### config.mk
export PLATFORM = sky130hd
export DESIGN_NAME = adc_ctrl_spi
export DESIGN_NICKNAME = d
export VERILOG_FILES = /design/src/rtl/adc_spi_pkg.sv /design/src/rtl/adc_spi_shift.sv /design/src/rtl/adc_spi_regs.sv /design/src/rtl/adc_spi_outsel.sv /design/src/rtl/adc_ctrl_spi.sv
export SDC_FILE = /design/constraint.sdc
export NUM_CORES = 1
export LEC_CHECK = 0
export ABC_AREA = 1
export BUFFER_PORTS_ARGS = -buffer_cell sky130_fd_sc_hd__buf_2
export CAP_MARGIN = 0
export CELL_PAD_IN_SITES_DETAIL_PLACEMENT = 1
export CELL_PAD_IN_SITES_GLOBAL_PLACEMENT = 2
export CORE_MARGIN = 3
export CORE_UTILIZATION = 37
export DETAILED_ROUTE_END_ITERATION = 16
export PLACE_DENSITY = 0.93
export SLEW_MARGIN = 5
export SYNTH_ARGS = -nofsm -noshare
export SYNTH_HDL_FRONTEND = slang
export SYNTH_SLANG_ARGS = --single-unit
### constraint.sdc
create_clock -name clk_i -period 2.6 [get_ports clk_i]
set_input_delay 0.78 -clock clk_i [delete_from_list [all_inputs] [get_ports clk_i]]
set_output_delay 0.78 -clock clk_i [all_outputs]
set_load 0.005 [all_outputs]
### src/rtl/adc_spi_pkg.sv
package adc_spi_pkg;
  typedef enum logic [1:0] {
    MODE_NORM = 2'b00,
    MODE_USER = 2'b01,
    MODE_FIX0 = 2'b10,
    MODE_FIX1 = 2'b11
  } mode_t;

  localparam int ADR_CTRL    = 'h00;
  localparam int ADR_UPAT_HI = 'h01;
  localparam int ADR_UPAT_LO = 'h02;
  localparam int CTRL_RST    = 'h08;
  localparam int FIX_WORD    = 'h298E;  // 10100110001110
endpackage

### src/rtl/adc_spi_shift.sv
module adc_spi_shift #(
  parameter int ADDR_W      = 7,
  parameter int REG_W       = 8,
  parameter int SYNC_STAGES = 2
) (
  input  logic              clk_i,
  input  logic              rst_ni,
  input  logic              en_i,
  input  logic              cs_ni,
  input  logic              sclk_i,
  input  logic              mosi_i,
  input  logic [REG_W-1:0]  rd_data_i,
  output logic [ADDR_W-1:0] addr_o,
  output logic              wr_o,
  output logic [REG_W-1:0]  wr_data_o,
  output logic              miso_o
);
  localparam int FRAME_W = 1 + ADDR_W + REG_W;
  localparam int HDR_W   = 1 + ADDR_W;
  localparam int CNT_W   = $clog2(FRAME_W + 1);
  localparam int SH_W    = (ADDR_W > REG_W - 1) ? ADDR_W : REG_W - 1;

  logic [SYNC_STAGES-1:0] sclk_s, cs_s, mosi_s;
  logic sclk_d;

  always_ff @(posedge clk_i or negedge rst_ni) begin
    if (!rst_ni) begin
      sclk_s <= '0;
      cs_s   <= '1;
      mosi_s <= '0;
      sclk_d <= 1'b0;
    end else begin
      sclk_s <= {sclk_s[SYNC_STAGES-2:0], sclk_i};
      cs_s   <= {cs_s[SYNC_STAGES-2:0], cs_ni};
      mosi_s <= {mosi_s[SYNC_STAGES-2:0], mosi_i};
      sclk_d <= sclk_s[SYNC_STAGES-1];
    end
  end

  logic sclk_now, mosi_now, rise, fall, sel;
  assign sclk_now = sclk_s[SYNC_STAGES-1];
  assign mosi_now = mosi_s[SYNC_STAGES-1];
  assign rise     = sclk_now & ~sclk_d;
  assign fall     = ~sclk_now & sclk_d;
  assign sel      = ~cs_s[SYNC_STAGES-1] & en_i;

  logic [CNT_W-1:0]  cnt_q;
  logic [SH_W-1:0]   sh_q;
  logic              rw_q, load_q, wr_q, miso_q;
  logic [ADDR_W-1:0] addr_q;
  logic [REG_W-1:0]  rd_sh_q, wr_data_q;

  always_ff @(posedge clk_i or negedge rst_ni) begin
    if (!rst_ni) begin
      cnt_q     <= '0;
      sh_q      <= '0;
      rw_q      <= 1'b0;
      load_q    <= 1'b0;
      wr_q      <= 1'b0;
      miso_q    <= 1'b0;
      addr_q    <= '0;
      rd_sh_q   <= '0;
      wr_data_q <= '0;
    end else begin
      wr_q   <= 1'b0;
      load_q <= 1'b0;
      if (!sel) begin
        cnt_q  <= '0;
        rw_q   <= 1'b0;
        miso_q <= 1'b0;
      end else begin
        if (rise && cnt_q < CNT_W'(FRAME_W)) begin
          sh_q  <= {sh_q[SH_W-2:0], mosi_now};
          cnt_q <= cnt_q + 1'b1;
          if (cnt_q == CNT_W'(HDR_W - 1)) begin
            rw_q   <= sh_q[ADDR_W-1];
            addr_q <= {sh_q[ADDR_W-2:0], mosi_now};
            load_q <= 1'b1;
          end
          if (cnt_q == CNT_W'(FRAME_W - 1)) begin
            wr_q      <= ~rw_q;
            wr_data_q <= {sh_q[REG_W-2:0], mosi_now};
          end
        end
        if (load_q) rd_sh_q <= rd_data_i;
        // data bits leave on falling edges 8..15 so they are stable at rises 9..16
        if (fall && rw_q && cnt_q >= CNT_W'(HDR_W) && cnt_q < CNT_W'(FRAME_W)) begin
          miso_q  <= rd_sh_q[REG_W-1];
          rd_sh_q <= {rd_sh_q[REG_W-2:0], 1'b0};
        end
      end
    end
  end

  assign addr_o    = addr_q;
  assign wr_o      = wr_q;
  assign wr_data_o = wr_data_q;
  assign miso_o    = miso_q;
endmodule

### src/rtl/adc_spi_regs.sv
module adc_spi_regs
  import adc_spi_pkg::*;
#(
  parameter int ADDR_W = 7,
  parameter int REG_W  = 8,
  parameter int DATA_W = 14,
  parameter int NUM_CH = 2
) (
  input  logic              clk_i,
  input  logic              rst_ni,
  input  logic              wr_i,
  input  logic [ADDR_W-1:0] addr_i,
  input  logic [REG_W-1:0]  wr_data_i,
  output logic [REG_W-1:0]  rd_data_o,
  output mode_t             mode_o,
  output logic [NUM_CH-1:0] pd_o,
  output logic [DATA_W-1:0] upat_o
);
  localparam int HI_W = DATA_W - REG_W;

  logic [REG_W-1:0] ctrl_q, lo_q;
  logic [HI_W-1:0]  hi_q;
  logic hit_ctrl, hit_hi, hit_lo;

  assign hit_ctrl = addr_i == ADDR_W'(ADR_CTRL);
  assign hit_hi   = addr_i == ADDR_W'(ADR_UPAT_HI);
  assign hit_lo   = addr_i == ADDR_W'(ADR_UPAT_LO);

  always_ff @(posedge clk_i or negedge rst_ni) begin
    if (!rst_ni) begin
      ctrl_q <= REG_W'(CTRL_RST);
      hi_q   <= '0;
      lo_q   <= '0;
    end else if (wr_i) begin
      if (hit_ctrl) ctrl_q <= wr_data_i;
      if (hit_hi)   hi_q   <= wr_data_i[HI_W-1:0];
      if (hit_lo)   lo_q   <= wr_data_i;
    end
  end

  always_comb begin
    rd_data_o = '0;
    if (hit_ctrl)    rd_data_o = ctrl_q;
    else if (hit_hi) rd_data_o = REG_W'(hi_q);
    else if (hit_lo) rd_data_o = lo_q;
  end

  assign mode_o = mode_t'(ctrl_q[REG_W-1 -: 2]);
  assign upat_o = {hi_q, lo_q};

  // channel A takes bit NUM_CH-1, last channel takes bit 0
  for (genvar c = 0; c < NUM_CH; c++) begin : g_pd
    assign pd_o[c] = ctrl_q[NUM_CH-1-c];
  end
endmodule

### src/rtl/adc_spi_outsel.sv
module adc_spi_outsel
  import adc_spi_pkg::*;
#(
  parameter int DATA_W = 14,
  parameter int NUM_CH = 2
) (
  input  logic                     clk_i,
  input  logic                     rst_ni,
  input  logic                     spi_en_i,
  input  mode_t                    mode_i,
  input  logic                     pin_test_i,
  input  logic [DATA_W-1:0]        upat_i,
  input  logic [NUM_CH*DATA_W-1:0] conv_i,
  input  logic [NUM_CH-1:0]        pin_pd_i,
  input  logic [NUM_CH-1:0]        reg_pd_i,
  output logic [NUM_CH*DATA_W-1:0] data_o,
  output logic [NUM_CH-1:0]        pd_o
);
  mode_t src;
  always_comb begin
    if (!spi_en_i) src = pin_test_i ? MODE_FIX0 : MODE_NORM;
    else           src = mode_i;
  end

  for (genvar c = 0; c < NUM_CH; c++) begin : g_ch
    logic [DATA_W-1:0] dq;
    logic              pq;
    always_ff @(posedge clk_i or negedge rst_ni) begin
      if (!rst_ni) begin
        dq <= '0;
        pq <= 1'b0;
      end else begin
        unique case (src)
          MODE_NORM: dq <= conv_i[c*DATA_W +: DATA_W];
          MODE_USER: dq <= upat_i;
          default:   dq <= DATA_W'(FIX_WORD);
        endcase
        pq <= spi_en_i ? reg_pd_i[c] : pin_pd_i[c];
      end
    end
    assign data_o[c*DATA_W +: DATA_W] = dq;
    assign pd_o[c] = pq;
  end
endmodule

### src/rtl/adc_ctrl_spi.sv
module adc_ctrl_spi
  import adc_spi_pkg::*;
#(
  parameter int ADDR_W      = 7,
  parameter int REG_W       = 8,
  parameter int DATA_W      = 14,
  parameter int SYNC_STAGES = 2
) (
  input  logic              clk_i,
  input  logic              rst_ni,
  input  logic              spi_en_i,
  input  logic              spi_cs_ni,
  input  logic              spi_sclk_i,
  input  logic              spi_mosi_i,
  output logic              spi_miso_o,
  input  logic              pin_pd_a_i,
  input  logic              pin_pd_b_i,
  input  logic              pin_test_i,
  input  logic [DATA_W-1:0] conv_a_i,
  input  logic [DATA_W-1:0] conv_b_i,
  output logic [DATA_W-1:0] data_a_o,
  output logic [DATA_W-1:0] data_b_o,
  output logic              pd_a_o,
  output logic              pd_b_o
);
  localparam int NUM_CH = 2;

  logic [ADDR_W-1:0]        addr;
  logic                     wr;
  logic [REG_W-1:0]         wr_data, rd_data;
  mode_t                    mode;
  logic [NUM_CH-1:0]        reg_pd, pd;
  logic [DATA_W-1:0]        upat;
  logic [NUM_CH*DATA_W-1:0] data;

  adc_spi_shift #(.ADDR_W(ADDR_W), .REG_W(REG_W), .SYNC_STAGES(SYNC_STAGES)) u_shift (
    .clk_i, .rst_ni,
    .en_i      (spi_en_i),
    .cs_ni     (spi_cs_ni),
    .sclk_i    (spi_sclk_i),
    .mosi_i    (spi_mosi_i),
    .rd_data_i (rd_data),
    .addr_o    (addr),
    .wr_o      (wr),
    .wr_data_o (wr_data),
    .miso_o    (spi_miso_o)
  );

  adc_spi_regs #(.ADDR_W(ADDR_W), .REG_W(REG_W), .DATA_W(DATA_W), .NUM_CH(NUM_CH)) u_regs (
    .clk_i, .rst_ni,
    .wr_i      (wr),
    .addr_i    (addr),
    .wr_data_i (wr_data),
    .rd_data_o (rd_data),
    .mode_o    (mode),
    .pd_o      (reg_pd),
    .upat_o    (upat)
  );

  adc_spi_outsel #(.DATA_W(DATA_W), .NUM_CH(NUM_CH)) u_out (
    .clk_i, .rst_ni,
    .spi_en_i,
    .mode_i     (mode),
    .pin_test_i,
    .upat_i     (upat),
    .conv_i     ({conv_b_i, conv_a_i}),
    .pin_pd_i   ({pin_pd_b_i, pin_pd_a_i}),
    .reg_pd_i   (reg_pd),
    .data_o     (data),
    .pd_o       (pd)
  );

  assign data_a_o = data[DATA_W-1:0];
  assign data_b_o = data[NUM_CH*DATA_W-1 -: DATA_W];
  assign pd_a_o   = pd[0];
  assign pd_b_o   = pd[1];
endmodule

==> impl_metrics.py <==
metrics = {
    "floorplan": {
        "start_util": 0.3862,
        "core_sq_um": 11030,
        "die_x_um": 113.3,
        "fp-row-count": 38,
        "die-area_sq_um": 12840,
        "die_y_um": 113.3,
        "ios": 68,
    },
    "synthesis": {
        "synth-main-ff-cell": "dfrtp_1",
        "ys_ff_latch": 98,
        "synthTopCellsByArea": "dfrtp_1 (56%), nand2_1 (11%), inv_1 (5.6%), o21ai_2 (4.9%), o21ai_0 (3.2%)",
        "yosysWarnings": 0,
        "yosysTopAreaCellShare": 0.5580,
        "synth_cell_types": 27,
        "seq_area_frac_synth": 0.5765,
        "synth.avg_cell_area_sq_um": 9.322,
        "synth_top_cell_by_area": "dfrtp_1",
        "synthCells": 457,
        "synth_edf_count": 0,
        "async_flop_share": 1.000,
        "synth.net_count": 497,
        "syn_area_sq_um": 4260,
    },
    "worst_hold_path": {
        "hold_class": "flop to flop",
        "hold_start": "u_shift.cs_s[0]",
        "min_to": "u_shift.cs_s[1]",
        "holdPathStages": 0,
    },
    "setup_path": {
        "crit_required_ns": 2.85,
        "reg2regPathDepth": 6,
        "cp_max_fo": 16,
        "r2r_slack_ns": 0.90,
        "start_kind": "input pin",
        "endpoint_kind": "flop",
        "worstSetupPathType": "input pin to flop",
        "arrival_ns": 2.02,
        "reg2reg_from": "u_shift.addr_o[4]",
        "rr_endpoint": "u_regs.hi_q[5]",
    },
    "timing": {
        "finalHoldViolCount": 0,
        "worst_slack_ns": 0.8357,
        "drv_slew": 0,
        "post-route-min-period_ns": 1.764,
        "setup_tns_ns": 0,
        "setup_viol": 0,
        "fin_skew_ns": 0.007917,
        "finalCritPeriodShare": 0.6786,
        "slew_headroom": 0.6264,
        "fmax_ghz": 0.5668,
        "rsz0062_at_grt": "false",
        "worst_pin_slew_ns": 0.5588,
    },
    "drt": {
        "wl_per_cell_um": 15.27,
        "drt-total-wl_mm": 10.27,
        "drt_pass1_iterations": 4,
        "ant_nets": 0,
        "drc": 0,
        "avgViaCountPerCell": 4.935,
        "first_iter_violations": 156,
        "vias": 3321,
    },
    "clocking": {
        "cts-root-buf": "clkbuf_16",
        "insertion_delay_ns": 0.35,
        "cts-resized-gates": 0,
        "cts_tree": "done",
        "cts_buffer_depth": 2,
        "cts_made_buffers": 9,
        "cts_setup_buffers": 0,
        "cts_hold_buf": 0,
        "h-tree-depth": 3,
        "cts_sinks": 98,
        "clk_pin_slew_ns": 0.07,
    },
    "placed_design": {
        "port_buffers": 67,
        "hpwl_mm": 7.631,
        "dpl_worst_slack_ns": 0.4886,
        "place_inst": 657,
        "gp_congestion": 0.8125,
    },
    "global_routing": {
        "grt_pass1_wl_mm": 17.24,
        "antenna_found_initial": 0,
        "grt_max_degree": 42,
        "grt_overflow": 0,
        "first_global_vias": 3506,
        "track_usage": 0.1687,
    },
    "power_and_ir_drop": {
        "p_leak_nw": 2.511,
        "powerDensity_nw_per_um2": 630.5,
        "irDropWorstVdd_v": 0.0002687,
    },
    "finish": {
        "syn2layout_area_growth_pct": 18.06,
        "layout_common_cells": "nand2_1 (129), dfrtp_1 (95), buf_2 (66), inv_1 (64), o21ai_0 (27)",
        "layout.cells.non_filler": 673,
        "final_common_cell": "nand2_1",
        "antennaDiodeCount": 0,
        "drive_gt1_frac": 0.2514,
        "fin_nets": 568,
    },
    "job": {
        "maxCapViolCount": 0,
    },
    "status": {
        "status": "complete, no violations",
    },
}
synth_stat cells, types with 4 or more instances:
library cell	number
o22ai_1	14
nand2_1	129
o21ai_2	24
inv_2	4
o211ai_1	6
a21oi_1	14
o21ai_0	27
nand2_4	4
nand3_1	21
nand2_2	4
nor2_1	21
dfrtp_1	95
inv_1	64
nor2_4	4
buf_6	4
metal layers:
| metal | wire length, um | part of all wire | up-vias | global-route usage |
|---|---|---|---|---|
| li1 | - | - | 1598 | - |
| met1 | 4389 | 0.43 | 1661 | 0.2171 |
| met2 | 5418 | 0.53 | 45 | 0.2852 |
| met3 | 246 | 0.024 | 17 | 0.02460 |
| met4 | 220 | 0.021 | 0 | 0.06971 |
| met5 | 0 | 0 | - | 0 |
sequential cells by signal, indices dropped and copies added (netlist names), 5 cells and up:
register           flops
u_out.g_ch.dq         28
u_regs.ctrl_q          8
u_regs.lo_q            8
u_shift.rd_sh_q        8
u_shift.wr_data_o      8
u_shift.addr_o         7
u_shift.sh_q           7
u_regs.hi_q            6
u_shift.cnt_q          5
final cells by class:
cell class | instances | area [sq um]
fill | 1289 | 6001
sequential | 98 | 2456
multi-input combinational | 282 | 1475
timing repair buffer | 69 | 365.4
inverter | 68 | 255.2
clock buffer | 10 | 229.0
tap | 140 | 175.2
clock inverter | 6 | 73.82
cell families after synthesis:
kind of cell / synth area share
XOR/XNOR: 0.002056
adder cells (fa/ha/maj): 0.008812
AND/OR/NAND/NOR: 0.2050
flip-flops: 0.5765
buffers and inverters: 0.07724
AO/OA/AOI/OAI: 0.1304
metrics by stage:
stage / hold slack (ns) / instance area (sq um) / total power, mW / utilization
3_5_place_dp: 0.3386 / 4727 / 1.836 / 0.4285
4_1_cts: 0.3557 / 5030 / 3.201 / 0.4560
2_1_floorplan: 0.3312 / 4260 / 1.715 / -
3_3_place_gp: 0.3328 / 4727 / 1.825 / 0.4285
5_1_grt: 0.3650 / 5030 / 3.312 / 0.4560
6_report: 0.3544 / 5030 / 3.172 / 0.4560
report_power, final:
| part | internal, mW | switching [mW] |
|---|---|---|
| Combinational | 0.0712 | 0.127 |
| Sequential | 1.58 | 0.0210 |
| Clock | 0.760 | 0.610 |
| Total | 2.41 | 0.758 |
critical path, cell delays in order:
cell and delay (ns):
buf_2 0.15, nand2_2 0.25, nand3_1 0.47, o22ai_1 0.35
worst max-delay path by stage:
| stage | slack (ns) | startpoint | endpoint |
|---|---|---|---|
| after floorplan | 1.10 | spi_en_i | u_shift.wr_data_o[7] |
| final | 0.84 | spi_en_i | u_out.g_ch[1].dq[12] |
| after CTS | 0.85 | spi_en_i | u_out.g_ch[1].dq[12] |
| after global placement | 0.62 | spi_en_i | u_out.g_ch[0].dq[5] |
| after detailed placement | 0.49 | spi_en_i | u_out.g_ch[1].dq[12] |
| after global routing | 0.66 | spi_en_i | u_out.g_ch[1].dq[10] |
No activity file was read; power rests on OpenSTA's default activity.
